### src/rtl/bg_bit_pkg.sv
package bg_bit_pkg;
  localparam int ANGLE_W = 16;
  localparam int REG_W   = 16;
  localparam int VER_W   = 8;
  localparam logic [VER_W-1:0] HB_PATTERN = 8'h55;
  typedef enum logic {SEL_STATUS = 1'b0, SEL_VERIFY = 1'b1} reg_sel_e;
endpackage

### src/rtl/bg_bit_angle_err.sv
module bg_bit_angle_err #(
  parameter int AW     = 16,
  parameter int THRESH = 36
) (
  input  logic [AW-1:0] cmd_i,
  input  logic [AW-1:0] meas_i,
  output logic          over_o
);
  localparam logic [AW-1:0] TH_V = AW'(THRESH);
  logic [AW-1:0] diff, mag;
  assign diff   = cmd_i - meas_i;
  assign mag    = diff[AW-1] ? (~diff + 1'b1) : diff;
  assign over_o = (mag > TH_V);
endmodule

### src/rtl/bg_bit_dwell_seq.sv
module bg_bit_dwell_seq #(
  parameter int NCH         = 2,
  parameter int DWELL_TICKS = 180,
  localparam int CW   = (NCH > 1) ? $clog2(NCH) : 1,
  localparam int CNTW = $clog2(DWELL_TICKS + 1)
) (
  input  logic           clk,
  input  logic           rst_n,
  input  logic           tick_i,
  input  logic           en_i,
  input  logic [NCH-1:0] active_i,
  input  logic [NCH-1:0] over_i,
  output logic           upd_o,
  output logic [CW-1:0]  upd_ch_o,
  output logic           upd_res_o
);
  localparam logic [CNTW-1:0] LAST_CNT = CNTW'(DWELL_TICKS - 1);
  localparam logic [CW-1:0]   LAST_CH  = CW'(NCH - 1);

  logic [CNTW-1:0] cnt_q;
  logic [CW-1:0]   ch_q;
  logic            acc_q;
  logic            acc_now;

  assign acc_now   = acc_q | over_i[ch_q];
  assign upd_o     = en_i & tick_i & (cnt_q == LAST_CNT);
  assign upd_ch_o  = ch_q;
  assign upd_res_o = active_i[ch_q] & acc_now;

  always_ff @(posedge clk or negedge rst_n) begin
    if (!rst_n) begin
      cnt_q <= '0;
      ch_q  <= '0;
      acc_q <= 1'b0;
    end else if (!en_i) begin
      cnt_q <= '0;
      acc_q <= 1'b0;
    end else if (upd_o) begin
      cnt_q <= '0;
      acc_q <= 1'b0;
      ch_q  <= (ch_q == LAST_CH) ? '0 : ch_q + 1'b1;
    end else begin
      acc_q <= acc_now;
      if (tick_i) cnt_q <= cnt_q + 1'b1;
    end
  end

  // the channel pointer never leaves the channel range
  p_ch_range_r2: assert property (@(posedge clk) disable iff (!rst_n)
    ch_q <= LAST_CH);
  // while disabled, the next enabled dwell starts from its first tick
  p_restart_r2: assert property (@(posedge clk) disable iff (!rst_n)
    !en_i |=> (cnt_q == '0) && !acc_q);
  generate
    if (NCH > 1) begin : g_adv
      // every update moves the pointer to another channel
      p_chan_advance_r2: assert property (@(posedge clk) disable iff (!rst_n)
        upd_o |=> (ch_q != $past(ch_q)));
    end
  endgenerate
endmodule

### src/rtl/bg_bit_stat_latch.sv
module bg_bit_stat_latch #(
  parameter int NCH = 2,
  localparam int CW = (NCH > 1) ? $clog2(NCH) : 1
) (
  input  logic           clk,
  input  logic           rst_n,
  input  logic           upd_i,
  input  logic [CW-1:0]  upd_ch_i,
  input  logic           upd_res_i,
  input  logic           rd_stat_i,
  input  logic           irq_en_i,
  output logic [NCH-1:0] stat_o,
  output logic           irq_o
);
  logic [NCH-1:0] stat_q, lock_q;
  logic           irq_q;

  always_ff @(posedge clk or negedge rst_n) begin
    if (!rst_n) begin
      stat_q <= '0;
      lock_q <= '0;
      irq_q  <= 1'b0;
    end else if (rd_stat_i) begin
      lock_q <= '0;
      irq_q  <= 1'b0;
    end else if (upd_i && !lock_q[upd_ch_i]) begin
      stat_q[upd_ch_i] <= upd_res_i;
      lock_q[upd_ch_i] <= upd_res_i;
      if (upd_res_i && !stat_q[upd_ch_i] && irq_en_i) irq_q <= 1'b1;
    end
  end

  assign stat_o = stat_q;
  assign irq_o  = irq_q;

  // a latched bit is always a set bit
  p_lock_is_set_r5: assert property (@(posedge clk) disable iff (!rst_n)
    (lock_q & ~stat_q) == '0);
  // latched bits survive every cycle without a status read
  p_locked_hold_r5: assert property (@(posedge clk) disable iff (!rst_n)
    (!rd_stat_i && (lock_q != '0)) |=> ((stat_q & $past(lock_q)) == $past(lock_q)));
  // an update colliding with a status read is dropped
  p_slot_blocked_r6: assert property (@(posedge clk) disable iff (!rst_n)
    (rd_stat_i && upd_i) |=> (stat_q == $past(stat_q)));
  // a request only appears from an enabled update
  p_irq_source_r7: assert property (@(posedge clk) disable iff (!rst_n)
    $rose(irq_q) |-> ($past(irq_en_i) && $past(upd_i) && $past(upd_res_i)));
endmodule

### src/rtl/bg_bit_heartbeat.sv
module bg_bit_heartbeat #(
  parameter int HB_TICKS = 1000,
  parameter int VW       = 8,
  parameter logic [VW-1:0] PATTERN = 8'h55,
  localparam int HBW = $clog2(HB_TICKS + 1)
) (
  input  logic          clk,
  input  logic          rst_n,
  input  logic          tick_i,
  input  logic          en_i,
  input  logic          wr_i,
  input  logic [VW-1:0] wdata_i,
  output logic [VW-1:0] ver_o
);
  localparam logic [HBW-1:0] LAST_HB = HBW'(HB_TICKS - 1);
  logic [HBW-1:0] hb_q;
  logic [VW-1:0]  ver_q;
  logic           pulse;

  assign pulse = en_i & tick_i & (hb_q == LAST_HB);

  always_ff @(posedge clk or negedge rst_n) begin
    if (!rst_n) begin
      hb_q  <= '0;
      ver_q <= '0;
    end else begin
      if (!en_i)       hb_q <= '0;
      else if (pulse)  hb_q <= '0;
      else if (tick_i) hb_q <= hb_q + 1'b1;
      if (wr_i)        ver_q <= wdata_i;
      else if (pulse)  ver_q <= PATTERN;
    end
  end

  assign ver_o = ver_q;

  // a heartbeat load without a host write leaves the pattern
  p_hb_load_r9: assert property (@(posedge clk) disable iff (!rst_n)
    (pulse && !wr_i) |=> (ver_q == PATTERN));
  // a host write always lands, even on a heartbeat slot
  p_host_wins_r9: assert property (@(posedge clk) disable iff (!rst_n)
    wr_i |=> (ver_q == $past(wdata_i)));
endmodule

### src/rtl/bg_bit_seq.sv
module bg_bit_seq
  import bg_bit_pkg::*;
#(
  parameter int NCH         = 2,
  parameter int THRESH      = 36,
  parameter int DWELL_TICKS = 180,
  parameter int HB_TICKS    = 1000,
  localparam int CW = (NCH > 1) ? $clog2(NCH) : 1
) (
  input  logic                   clk,
  input  logic                   rst_n,
  input  logic                   tick_i,
  input  logic                   test_en_i,
  input  logic                   irq_en_i,
  input  logic [NCH-1:0]         chan_active_i,
  input  logic [NCH*ANGLE_W-1:0] cmd_angle_i,
  input  logic [NCH*ANGLE_W-1:0] meas_angle_i,
  input  logic                   reg_sel_i,
  input  logic                   reg_rd_i,
  input  logic                   reg_wr_i,
  input  logic [REG_W-1:0]       reg_wdata_i,
  output logic [REG_W-1:0]       reg_rdata_o,
  output logic                   irq_o,
  output logic                   fault_o
);
  logic [NCH-1:0] over;
  logic           upd, upd_res;
  logic [CW-1:0]  upd_ch;
  logic [NCH-1:0] stat;
  logic [VER_W-1:0] ver;
  logic           rd_stat, wr_ver;
  logic [REG_W-1:0] rdata_q;

  assign rd_stat = reg_rd_i & (reg_sel_e'(reg_sel_i) == SEL_STATUS);
  assign wr_ver  = reg_wr_i & (reg_sel_e'(reg_sel_i) == SEL_VERIFY);

  generate
    for (genvar i = 0; i < NCH; i++) begin : g_err
      bg_bit_angle_err #(.AW(ANGLE_W), .THRESH(THRESH)) u_err (
        .cmd_i (cmd_angle_i[i*ANGLE_W +: ANGLE_W]),
        .meas_i(meas_angle_i[i*ANGLE_W +: ANGLE_W]),
        .over_o(over[i])
      );
    end
  endgenerate

  bg_bit_dwell_seq #(.NCH(NCH), .DWELL_TICKS(DWELL_TICKS)) u_seq (
    .clk(clk), .rst_n(rst_n), .tick_i(tick_i), .en_i(test_en_i),
    .active_i(chan_active_i), .over_i(over),
    .upd_o(upd), .upd_ch_o(upd_ch), .upd_res_o(upd_res)
  );

  bg_bit_stat_latch #(.NCH(NCH)) u_stat (
    .clk(clk), .rst_n(rst_n), .upd_i(upd), .upd_ch_i(upd_ch),
    .upd_res_i(upd_res), .rd_stat_i(rd_stat), .irq_en_i(irq_en_i),
    .stat_o(stat), .irq_o(irq_o)
  );

  bg_bit_heartbeat #(.HB_TICKS(HB_TICKS), .VW(VER_W), .PATTERN(HB_PATTERN)) u_hb (
    .clk(clk), .rst_n(rst_n), .tick_i(tick_i), .en_i(test_en_i),
    .wr_i(wr_ver), .wdata_i(reg_wdata_i[VER_W-1:0]), .ver_o(ver)
  );

  always_ff @(posedge clk or negedge rst_n) begin
    if (!rst_n) rdata_q <= '0;
    else if (reg_rd_i)
      rdata_q <= rd_stat ? {{(REG_W-NCH){1'b0}}, stat}
                         : {{(REG_W-VER_W){1'b0}}, ver};
  end

  assign reg_rdata_o = rdata_q;
  assign fault_o     = |stat;

  // a status read never shows bits above the channel field
  p_upper_zero_r1: assert property (@(posedge clk) disable iff (!rst_n)
    $past(rd_stat) |-> (reg_rdata_o[REG_W-1:NCH] == '0));
  // read data only moves on a read strobe
  p_rdata_hold_r10: assert property (@(posedge clk) disable iff (!rst_n)
    !reg_rd_i |=> $stable(reg_rdata_o));
endmodule

### config.mk
export PLATFORM = sky130hd
export DESIGN_NAME = bg_bit_seq
export DESIGN_NICKNAME = d
export VERILOG_FILES = /design/src/rtl/bg_bit_pkg.sv /design/src/rtl/bg_bit_angle_err.sv /design/src/rtl/bg_bit_dwell_seq.sv /design/src/rtl/bg_bit_stat_latch.sv /design/src/rtl/bg_bit_heartbeat.sv /design/src/rtl/bg_bit_seq.sv
export SDC_FILE = /design/constraint.sdc
export NUM_CORES = 1
export LEC_CHECK = 0
export BUFFER_PORTS_ARGS = -buffer_cell sky130_fd_sc_hd__buf_4
export CORE_MARGIN = 8
export CORE_UTILIZATION = 31
export DETAILED_ROUTE_END_ITERATION = 10
export PLACE_DENSITY = 0.54
export RECOVER_POWER = 25
export SLEW_MARGIN = 5
export SYNTH_ARGS = -nofsm -noshare
export SYNTH_HDL_FRONTEND = slang
export SYNTH_SLANG_ARGS = --single-unit
### constraint.sdc
create_clock -name clk -period 5 [get_ports clk]
set_clock_uncertainty 0.15 [all_clocks]
set_input_delay 0.75 -clock clk [delete_from_list [all_inputs] [get_ports clk]]
set_output_delay 0.75 -clock clk [all_outputs]
set_load 0.01 [all_outputs]
==> flow_metrics.env, run 1 <==
export IMPL_status="complete, but fails checks"
export IMPL_violations="max-capacitance violations, max-slew violations"
export IMPL_holdPathStages=1
export IMPL_cp_slowest_stage_delay_ps=560
export IMPL_synth_edf_count=0
export IMPL_hold_violations=0
export IMPL_via_per_inst=5.32
export IMPL_drc=0
export IMPL_cp_top_family="compound AO/OA/AOI/OAI gates"
export IMPL_grt_ovfl_total=0
export IMPL_synth_warnings=0
export IMPL_r2r_start="u_seq.cnt_q[0]"
export IMPL_dieArea_sq_um=19100
export IMPL_core_sq_um=14500
export IMPL_reg2reg_depth=7
export IMPL_fin_crit_ps=4320
export IMPL_pin_count=108
export IMPL_drt_iter0_markers=200
export IMPL_nets=808
export IMPL_grt_util_all_layers=0.119
export IMPL_rsz0062_at_grt="no"
export IMPL_grt_pass1_vias=4495
export IMPL_relSlewSlack=-0.464
export IMPL_hold_end="u_hb.ver_o[0]"
export IMPL_vias=4613
export IMPL_die_h_um=138
export IMPL_cp_required_ps=5000
export IMPL_cts_sinks=41
export IMPL_synth_cell_types=71
export IMPL_grt_pass1_wl_mm=20.4
export IMPL_final_layout_size_suffix_gt1_frac=0.179
export IMPL_portBuffers=91
export IMPL_crit_buf_inv=3
export IMPL_powerDensity_nw_per_um2=229
export IMPL_tightest_slew_ps=2200
export IMPL_leakagePower_nw=2.54
export IMPL_grt_start_max_net_pins=42
export IMPL_numCtsBuffers=5
export IMPL_drv_slew=42
export IMPL_dr_pass1_iters=4
export IMPL_wl_per_cell_um=13.9
export IMPL_cts_root_buf="clkbuf_16"
export IMPL_cts_resized=0
export IMPL_min_path_type="flip-flop to flip-flop"
export IMPL_vdd_drop_max_uv=168
export IMPL_drt_wl_total_mm=12.0
export IMPL_synth_ff_type="dfrtp_1"
export IMPL_die_x_um=138
export IMPL_crit_fanout=6
export IMPL_fin_crit_sh=0.865
export IMPL_cts_tree="yes"
export IMPL_cp_common_cell="inv_1"
export IMPL_tns_ps=0
export IMPL_synth_avg_cell_area_sq_um=7.70
export IMPL_hold_buffers=0
export IMPL_worstSkewPairLatency_ps=280
export IMPL_synthToLayoutAreaGrowth_pct=21.6
export IMPL_rows=44
export IMPL_synthArstFlopShare=1.00
export IMPL_critPathLaunchType="input port"
export IMPL_cts_max_level=2
export IMPL_crit_path_start="cmd_angle_i[0]"
export IMPL_r2r_end="u_stat.irq_o"
export IMPL_path_clk_slew_ps=60
export IMPL_synthCells=600
export IMPL_rrSetupSlack_ps=2060
export IMPL_ant_nets=0
export IMPL_min_from="u_hb.ver_o[0]"
export IMPL_n_fill_cell=1544
export IMPL_postCtsSetupBuffers=0
export IMPL_antenna_cells=0
export IMPL_hpwl_mm=9.91
export IMPL_antenna_found_initial=0
export IMPL_worstSetupPathType="input port to flip-flop"
export IMPL_seq_area_frac_synth=0.222
export IMPL_gp_congestion=0.877
export IMPL_cap_violations=1
export IMPL_cts_max_path_buffers=2
export IMPL_synth_ff_latch_count=41
export IMPL_dp_cells=859
export IMPL_setup_viol_count_final=0
export IMPL_crit_slowest_cell="a2111oi_4"
export IMPL_stdcell_count=867
export IMPL_worstPathArrival_ps=4320
export IMPL_fmax_mhz=231
export IMPL_synth_area_sq_um=4620
export IMPL_initial_core_util=0.318
export IMPL_critPathCaptureType="flip-flop"
export IMPL_path_cells="buf_4 > inv_1 > ha_1 > inv_1 > fa_1 > a211oi_2 > o211a_1 > o211ai_1 > a2111oi_4 > nand3_1 > nor4_1 > or3_1 > nand4_1 > nor3_1 > o31ai_1"
## placed cells by master, fill, tap and decap left out, types with 5 or more instances in the layout
cell | Yosys | layout
a211oi_1 | 10 | 10
a31oi_1 | 10 | 10
xor2_1 | 15 | 15
nand2_1 | 57 | 57
nor2_1 | 34 | 34
a21oi_1 | 42 | 42
and3_1 | 11 | 11
a21o_1 | 11 | 11
ha_1 | 34 | 34
xnor2_1 | 20 | 20
o21ai_1 | 8 | 8
dfrtp_1 | 41 | 41
o211ai_1 | 7 | 7
nand3_1 | 20 | 20
and2_1 | 10 | 10
clkbuf_16 | 0 | 5
nand4_1 | 14 | 14
buf_4 | 8 | 93
a22o_1 | 6 | 6
or2_2 | 6 | 6
nand2b_1 | 8 | 8
inv_1 | 47 | 47
o21ai_0 | 46 | 46
nor3_1 | 11 | 11
nand3b_1 | 6 | 6
conb_1 | 1 | 8
nor2b_1 | 9 | 9
o31ai_1 | 10 | 10
## worst register-to-register path, cell delays in order (launching register included)
cell and delay [ps]:
dfrtp_1 380, ha_1 260, nor4b_1 230, and3_1 270, nand3_1 180, a2111oi_0 970, nand3_1 150, o31ai_1 240
## metrics by stage
stage	util	total power (W)	setup slack [ps]	hold slack (ps)	area, sq um
after floorplan	-	0.000760	951	301	4650
after global placement	0.375	0.000906	534	318	5450
after detailed placement	0.375	0.000920	370	330	5450
after CTS	0.387	0.00130	654	319	5620
after global routing	0.387	0.00138	369	370	5620
final	0.387	0.00129	676	336	5620
## power breakdown
part / switching [W] / total (W) / internal, W
combinational: 0.000312 / 0.000554 / 0.000241
sequential: 0.0000110 / 0.000361 / 0.000350
clock: 0.000124 / 0.000374 / 0.000249
total: 0.000448 / 0.00129 / 0.000841
## worst max-delay path by stage
stage | endpoint | cells after the start
global placement | u_stat.irq_o | 15
CTS | u_stat.irq_o | 15
global route | u_stat.irq_o | 14
floorplan | u_stat.irq_o | 14
finish | u_stat.irq_o | 15
detailed placement | u_stat.irq_o | 15
## logic make-up after synthesis
kind of cell | share of synthesized area
AO/OA/AOI/OAI | 0.281
adder cells (fa/ha/maj) | 0.101
buffers and inverters | 0.0672
XOR/XNOR | 0.0663
multiplexers | 0.0184
AND/OR/NAND/NOR | 0.243
other | 0.000812
flip-flops | 0.222
## sequential cells by signal, indices dropped and copies added (netlist names)
name	flops
u_stat.stat_o	2
u_seq.acc_q	1
reg_rdata_o	8
u_hb.ver_o	8
u_seq.cnt_q	8
u_hb.hb_q	10
u_stat.lock_q	2
u_seq.upd_ch_o	1
u_stat.irq_o	1
## metal layers
metal | routed length [um] | part of all wire | GRT usage
met1 | 6100 | 0.51 | 0.164
met4 | 86 | 0.0071 | 0.0240
met5 | 0 | 0 | 0
met3 | 385 | 0.032 | 0.0151
met2 | 5480 | 0.45 | 0.194
## area by class of cell
type	instances	area, sq um	area share
clock buffers	7	143	0.0254
clock inverters	1	30.0	0.00535
inverters	47	176	0.0314
multi-input cells	493	3310	0.589
flip-flops and latches	41	1030	0.183
well taps	184	230	0.0410
repair buffers	94	702	0.125
## synthesized netlist by cell type, types with 3 or more instances
| cell | number | area share |
|---|---|---|
| and4_1 | 3 | 0.0057 |
| dfrtp_1 | 41 | 0.22 |
| buf_2 | 5 | 0.0054 |
| xnor2_1 | 20 | 0.038 |
| o22a_1 | 4 | 0.0076 |
| nor3b_1 | 4 | 0.0065 |
| a211oi_2 | 4 | 0.011 |
| nand4b_1 | 4 | 0.0076 |
| inv_1 | 47 | 0.038 |
| a211oi_1 | 10 | 0.016 |
| a21o_1 | 11 | 0.018 |
| o22ai_1 | 3 | 0.0041 |
| a211o_1 | 4 | 0.0076 |
| nor2_1 | 34 | 0.028 |
| ha_1 | 34 | 0.092 |
| nor2b_1 | 9 | 0.012 |
| and2_1 | 10 | 0.014 |
| a31oi_1 | 10 | 0.014 |
| or2_2 | 6 | 0.0081 |
| o21ai_0 | 46 | 0.050 |
| nand3b_1 | 6 | 0.0097 |
| buf_4 | 8 | 0.013 |
| clkbuf_1 | 13 | 0.011 |
| o21a_1 | 4 | 0.0065 |
| mux2i_1 | 4 | 0.0087 |
| nand4_1 | 14 | 0.019 |
| a22o_1 | 6 | 0.011 |
| nor3_1 | 11 | 0.012 |
| a21oi_1 | 42 | 0.045 |
| o211ai_1 | 7 | 0.011 |
| nor4_1 | 4 | 0.0054 |
| and3_1 | 11 | 0.015 |
| nand2b_1 | 8 | 0.011 |
| mux2_2 | 3 | 0.0073 |
| o21ai_1 | 8 | 0.0087 |
| nand3_1 | 20 | 0.022 |
| o31ai_1 | 10 | 0.016 |
| xor2_1 | 15 | 0.028 |
| nand2_1 | 57 | 0.046 |
No activity file was read; power rests on OpenSTA's default activity.
==> run 2: changes to the inputs <==
--- a/config.mk
+++ b/config.mk
@@ -9,7 +9,7 @@
 export CORE_MARGIN = 8
 export CORE_UTILIZATION = 31
 export DETAILED_ROUTE_END_ITERATION = 10
-export PLACE_DENSITY = 0.54
+export PLACE_DENSITY = 0.49
 export RECOVER_POWER = 25
 export SLEW_MARGIN = 5
 export SYNTH_ARGS = -nofsm -noshare
==> run 2 against run 1 <==
The run still ends with max-capacitance violations, max-slew violations left; sequential cell count unchanged; global-route usage about the same; setup slack got worse by 22 ps; critical endpoint is now u_stat.stat_o[0].
==> flow_metrics.env, run 2 (same netlist as run 1, synthesis figures left out) <==
export IMPL_powerDensity_nw_per_um2=229
export IMPL_worstPathArrival_ps=4340
export IMPL_grt_start_max_net_pins=42
export IMPL_vias=4581
export IMPL_dr_pass1_iters=4
export IMPL_p_sw_frac=0.347
export IMPL_hold_buffers=0
export IMPL_cts_max_path_buffers=2
export IMPL_crit_slowest_cell="a2111oi_4"
export IMPL_mostFrequentLayoutCell="buf_4"
export IMPL_crit_fanout=6
export IMPL_largest_register_ffs=10
export IMPL_path_clk_slew_ps=60
export IMPL_portBuffers=91
export IMPL_regMostFlops="u_hb.hb_q"
export IMPL_path_cells="buf_4 > inv_1 > ha_1 > inv_1 > fa_1 > a211oi_2 > o211a_1 > o211ai_1 > a2111oi_4 > nand3_1 > nor4_1 > or3_1 > nand4_1 > nor3_1 > o21ai_1"
export IMPL_p_int_w=0.000841
export IMPL_die_h_um=138
export IMPL_holdPathStages=2
export IMPL_postCtsSetupBuffers=0
export IMPL_critPathCaptureType="flip-flop"
export IMPL_initial_core_util=0.318
export IMPL_setup_viol_count_final=0
export IMPL_fin_crit_ps=4350
export IMPL_reg2reg_depth=7
export IMPL_pwr_share_clk=0.289
export IMPL_power_frac_seq=0.281
export IMPL_rsz0062_at_grt="no"
export IMPL_cp_slowest_stage_delay_ps=550
export IMPL_numCtsBuffers=5
export IMPL_ant_nets=0
export IMPL_cts_resized=0
export IMPL_grt_pass1_wl_mm=20.2
export IMPL_comb_power_share=0.430
export IMPL_rows=44
export IMPL_cp_common_cell="inv_1"
export IMPL_wl_per_cell_um=14.1
export IMPL_synthToLayoutAreaGrowth_pct=21.6
export IMPL_gp_congestion=0.837
export IMPL_cp_required_ps=4990
export IMPL_critPathLaunchType="input port"
export IMPL_cts_tree="yes"
export IMPL_cts_root_buf="clkbuf_16"
export IMPL_vdd_drop_max_uv=140
export IMPL_worstSetupPathType="input port to flip-flop"
export IMPL_hold_end="reg_rdata_o[6]"
export IMPL_grt_ovfl_total=0
export IMPL_min_path_type="flip-flop to flip-flop"
export IMPL_pin_count=108
export IMPL_r2r_start="u_seq.cnt_q[0]"
export IMPL_final_cell_mix="buf_4 (93), nand2_1 (57), inv_1 (47)"
export IMPL_design_area_sq_um=5620
export IMPL_leakagePower_nw=2.54
export IMPL_drc=0
export IMPL_r2r_end="u_stat.lock_q[1]"
export IMPL_cts_max_level=2
export IMPL_antenna_cells=0
export IMPL_min_from="u_hb.ver_o[6]"
export IMPL_hpwl_mm=9.89
export IMPL_tns_ps=0
export IMPL_grt_pass1_vias=4360
export IMPL_antenna_found_initial=0
export IMPL_drt_iter0_markers=231
export IMPL_placed_area_sq_um=5450
export IMPL_die_x_um=138
export IMPL_relSlewSlack=-0.468
export IMPL_hold_violations=0
export IMPL_cts_sinks=41
export IMPL_drt_wl_total_mm=12.2
export IMPL_power_net_switching_w=0.000446
export IMPL_core_sq_um=14500
export IMPL_nets=808
export IMPL_status="complete, but fails checks"
export IMPL_rrSetupSlack_ps=2090
export IMPL_dieArea_sq_um=19100
export IMPL_fmax_mhz=230
export IMPL_violations="max-capacitance violations, max-slew violations"
export IMPL_grt_util_all_layers=0.118
export IMPL_worstSkewPairLatency_ps=280
export IMPL_cap_violations=1
export IMPL_final_layout_size_suffix_gt1_frac=0.179
export IMPL_fin_crit_sh=0.869
export IMPL_drv_slew=42
export IMPL_tightest_slew_ps=2200
export IMPL_via_per_inst=5.28
[run 2: cell counts in the layout (fill, tap and decap cells not counted)]
Identical to the previous run, type by type.
[run 2: worst max-delay path: cells and delay by family]
family	cells	cell delay, ps
compound gates	5	1510
simple gates	5	1260
buf+inv	3	220
fa+ha+maj	2	600
[run 2: cell type report]
type | count | area (sq um)
Multi-Input combinational cell | 493 | 3310
Tap cell | 184 | 230
Timing Repair Buffer | 94 | 702
Fill cell | 1568 | 8920
Inverter | 47 | 176
Clock inverter | 1 | 30.0
Clock buffer | 7 | 143
Sequential cell | 41 | 1030
[run 2: per-stage QoR]
| stage | hold WS, ps | setup slack (ps) | utilization | power, W | std cells |
|---|---|---|---|---|---|
| detailed placement | 322 | 399 | 0.375 | 0.000920 | 859 |
| finish | 335 | 655 | 0.387 | 0.00129 | 867 |
| CTS | 321 | 693 | 0.387 | 0.00130 | 867 |
| global route | 360 | 366 | 0.387 | 0.00137 | 867 |
| global placement | 311 | 493 | 0.375 | 0.000910 | 859 |
| floorplan | 301 | 951 | - | 0.000760 | 607 |
[run 2: routing by layer]
layer	vias to the layer above	wire length, um	track usage
met3	4	393	0.0154
met1	2133	6180	0.164
met2	95	5550	0.194
li1	2349	-	-
met4	0	67	0.0189
met5	-	0	0
[run 2: worst max path at each step]
stage / start / endpoint / slack, ps / cells after the start
after floorplan: cmd_angle_i[16] / u_stat.irq_o / 950 / 14
after CTS: cmd_angle_i[0] / u_stat.stat_o[0] / 690 / 15
after detailed placement: cmd_angle_i[0] / u_stat.stat_o[0] / 400 / 15
after global placement: cmd_angle_i[0] / u_stat.irq_o / 490 / 15
final: cmd_angle_i[0] / u_stat.stat_o[0] / 650 / 15
after global routing: cmd_angle_i[0] / u_stat.irq_o / 370 / 15
[run 2: power groups by stage]
stage / sequential [W] / clock [W] / combinational [W]
2_1_floorplan: 0.000368 / 0 / 0.000391
3_3_place_gp: 0.000366 / 0 / 0.000544
3_5_place_dp: 0.000367 / 0 / 0.000552
4_1_cts: 0.000361 / 0.000381 / 0.000555
5_1_grt: 0.000363 / 0.000394 / 0.000618
6_report: 0.000361 / 0.000373 / 0.000553
==> run 3: changes to the inputs <==
--- a/config.mk
+++ b/config.mk
@@ -14,4 +14,5 @@
 export SLEW_MARGIN = 5
 export SYNTH_ARGS = -nofsm -noshare
 export SYNTH_HDL_FRONTEND = slang
+export SYNTH_HIERARCHICAL = 1
 export SYNTH_SLANG_ARGS = --single-unit
==> run 3 against run 2 <==
The flow still finishes with violations (max-capacitance violations, max-slew violations); via count down 3.8%; critical path depth increased by 2; global-route usage fell by 0.21 points; critical endpoint is now u_stat/stat_o[1]; power fell by 5.6%; largest power group unchanged.
==> flow_metrics.env, run 3 <==
export IMPL_multi_input_area_sq_um=3380
export IMPL_endpoint="u_stat/stat_o[1]"
export IMPL_drt_iter0_markers=178
export IMPL_pin_count=108
export IMPL_worstPathArrival_ps=4560
export IMPL_cts_max_path_buffers=2
export IMPL_drc=0
export IMPL_tightest_slew_ps=2270
export IMPL_gp_congestion=0.816
export IMPL_regMostFlops="u_hb/hb_q"
export IMPL_synthCells=568
export IMPL_wl_per_cell_um=14.0
export IMPL_grt_ovfl_total=0
export IMPL_dieArea_sq_um=19600
export IMPL_n_fill_cell=1550
export IMPL_die_x_um=140
export IMPL_cap_violations=1
export IMPL_worstSetupPathType="input port to flip-flop"
export IMPL_portBuffers=91
export IMPL_synth_compound_area_frac=0.263
export IMPL_violations="max-capacitance violations, max-slew violations"
export IMPL_synth_area_top_cells="dfrtp_1 (22%), ha_1 (8.9%), xnor2_1 (4.8%)"
export IMPL_hpwl_mm=9.49
export IMPL_largest_register_ffs=10
export IMPL_dr_pass1_iters=4
export IMPL_grt_start_max_net_pins=42
export IMPL_synthToLayoutAreaGrowth_pct=19.8
export IMPL_critPathLaunchType="input port"
export IMPL_cts_max_level=2
export IMPL_vdd_drop_max_uv=140
export IMPL_status="complete, but fails checks"
export IMPL_setup_viol_count_final=0
export IMPL_layout_setup_ws_ps=449
export IMPL_numCtsBuffers=5
export IMPL_synthSimpleGateAreaFrac=0.248
export IMPL_hold_violations=0
export IMPL_rsz0062_at_grt="no"
export IMPL_die_h_um=140
export IMPL_worstSkewPairLatency_ps=280
export IMPL_preCtsSetupSlack_ps=161
export IMPL_synth_top_area_frac=0.216
export IMPL_synth_top_family_by_area="compound AO/OA/AOI/OAI gates"
export IMPL_rows=45
export IMPL_hold_slack_ps=339
export IMPL_cp_required_ps=5010
export IMPL_core_sq_um=15100
export IMPL_path_clk_slew_ps=60
export IMPL_vias=4409
export IMPL_via_per_inst=5.23
export IMPL_seq_area_frac_synth=0.216
export IMPL_synth_area_leader_cell="dfrtp_1"
export IMPL_reg2reg_depth=4
export IMPL_nets=780
export IMPL_final_layout_size_suffix_gt1_frac=0.224
export IMPL_ant_nets=0
export IMPL_r2r_end="u_stat/stat_o[1]"
export IMPL_mostFrequentLayoutCell="buf_4"
export IMPL_crit_path_start="cmd_angle_i[16]"
export IMPL_r2r_start="u_seq/cnt_q[3]"
export IMPL_initial_core_util=0.315
export IMPL_synth_warnings=6
export IMPL_synthArstFlopShare=1.00
export IMPL_fin_crit_sh=0.910
export IMPL_cts_root_buf="clkbuf_16"
export IMPL_drt_wl_total_mm=11.8
export IMPL_grt_pass1_wl_mm=19.9
export IMPL_cts_sinks=41
export IMPL_synth_edf_count=0
export IMPL_rrSetupSlack_ps=2800
export IMPL_synth_avg_cell_area_sq_um=8.38
export IMPL_synthMuxAreaShare=0.0239
export IMPL_seq_area_sq_um=1030
export IMPL_grt_pass1_vias=4319
export IMPL_crit_fanout=5
export IMPL_leakagePower_nw=2.62
export IMPL_final_cell_mix="buf_4 (94), inv_1 (53), nor2_1 (42)"
export IMPL_fmax_mhz=220
export IMPL_synth_cell_types=93
export IMPL_critPathCaptureType="flip-flop"
export IMPL_drv_slew=42
export IMPL_tns_ps=0
export IMPL_fin_crit_ps=4550
export IMPL_cts_tree="yes"
export IMPL_cts_resized=0
export IMPL_grt_util_all_layers=0.116
export IMPL_synth_common_cells="inv_1 (53), nor2_1 (42), dfrtp_1 (41)"
export IMPL_synth_xor_xnor_area_share=0.0715
export IMPL_min_path_type="flip-flop to flip-flop"
export IMPL_powerDensity_nw_per_um2=213
export IMPL_antenna_found_initial=0
export IMPL_synth_most_common_cell="inv_1"
export IMPL_synth_area_sq_um=4760
export IMPL_synthAdderAreaFrac=0.0978
export IMPL_antenna_cells=0
export IMPL_hold_buffers=0
export IMPL_synth_ff_latch_count=41
export IMPL_postCtsSetupBuffers=0
export IMPL_relSlewSlack=-0.515
export IMPL_synth_ff_type="dfrtp_1"
## run 3: routing by layer
metal  wire length, um  global-route usage  part of all wire
met4               116              0.0251            0.0098
met5                 0                   0                 0
met2              5460               0.198              0.46
met1              5670               0.151              0.48
met3               541              0.0194             0.046
## run 3: worst max-delay path, stage by stage
cell,delay [ps]
buf_4,110
inv_1,50
ha_1,150
inv_1,50
fa_1,420
a21o_1,210
a221oi_2,350
mux2i_1,140
nor2_2,220
nand3_1,150
or3b_1,430
o22ai_1,210
o221ai_1,170
a2111o_1,340
o211ai_1,180
o21ai_0,240
mux2_1,380
## run 3: worst min-delay path by stage
stage | slack, ps | startpoint | cells past startpoint | endpoint
after global routing | 350 | u_hb/ver_o[3] | 1 | reg_rdata_o[3]
after global placement | 320 | u_hb/ver_o[3] | 1 | reg_rdata_o[3]
final | 340 | u_hb/ver_o[3] | 1 | reg_rdata_o[3]
after floorplan | 300 | rst_n | 0 | reg_rdata_o[0]
after detailed placement | 330 | u_hb/ver_o[3] | 1 | reg_rdata_o[3]
after CTS | 320 | rst_n | 1 | u_hb/hb_q[1]
## run 3: power breakdown
part	total (W)	internal, W	switching [W]
logic	0.000536	0.000243	0.000293
registers	0.000363	0.000350	0.0000129
clock network	0.000317	0.000183	0.000134
## run 3: layout make-up
class                           count  area share
Clock inverter                      3     0.00307
Clock buffer                        5      0.0219
Multi-Input combinational cell    456       0.593
Timing Repair Buffer               95       0.124
Sequential cell                    41       0.180
Inverter                           55      0.0362
Tap cell                          188      0.0413
## run 3: logic make-up after synthesis
family,Yosys count
and+or+nand+nor,197
xor gates and xnor gates,38
muxes,11
AOI/OAI and AO/OA,166
DFF,41
buffers and inverters,78
adders and majority gates,36
other,1
## run 3: per-stage QoR
stage	utilization	area (sq um)	cells	total power, W
after global routing	0.378	5700	843	0.00130
final	0.378	5700	843	0.00122
after CTS	0.378	5710	843	0.00122
after floorplan	-	4780	575	0.000759
after detailed placement	0.369	5560	835	0.000903
after global placement	0.369	5560	835	0.000892
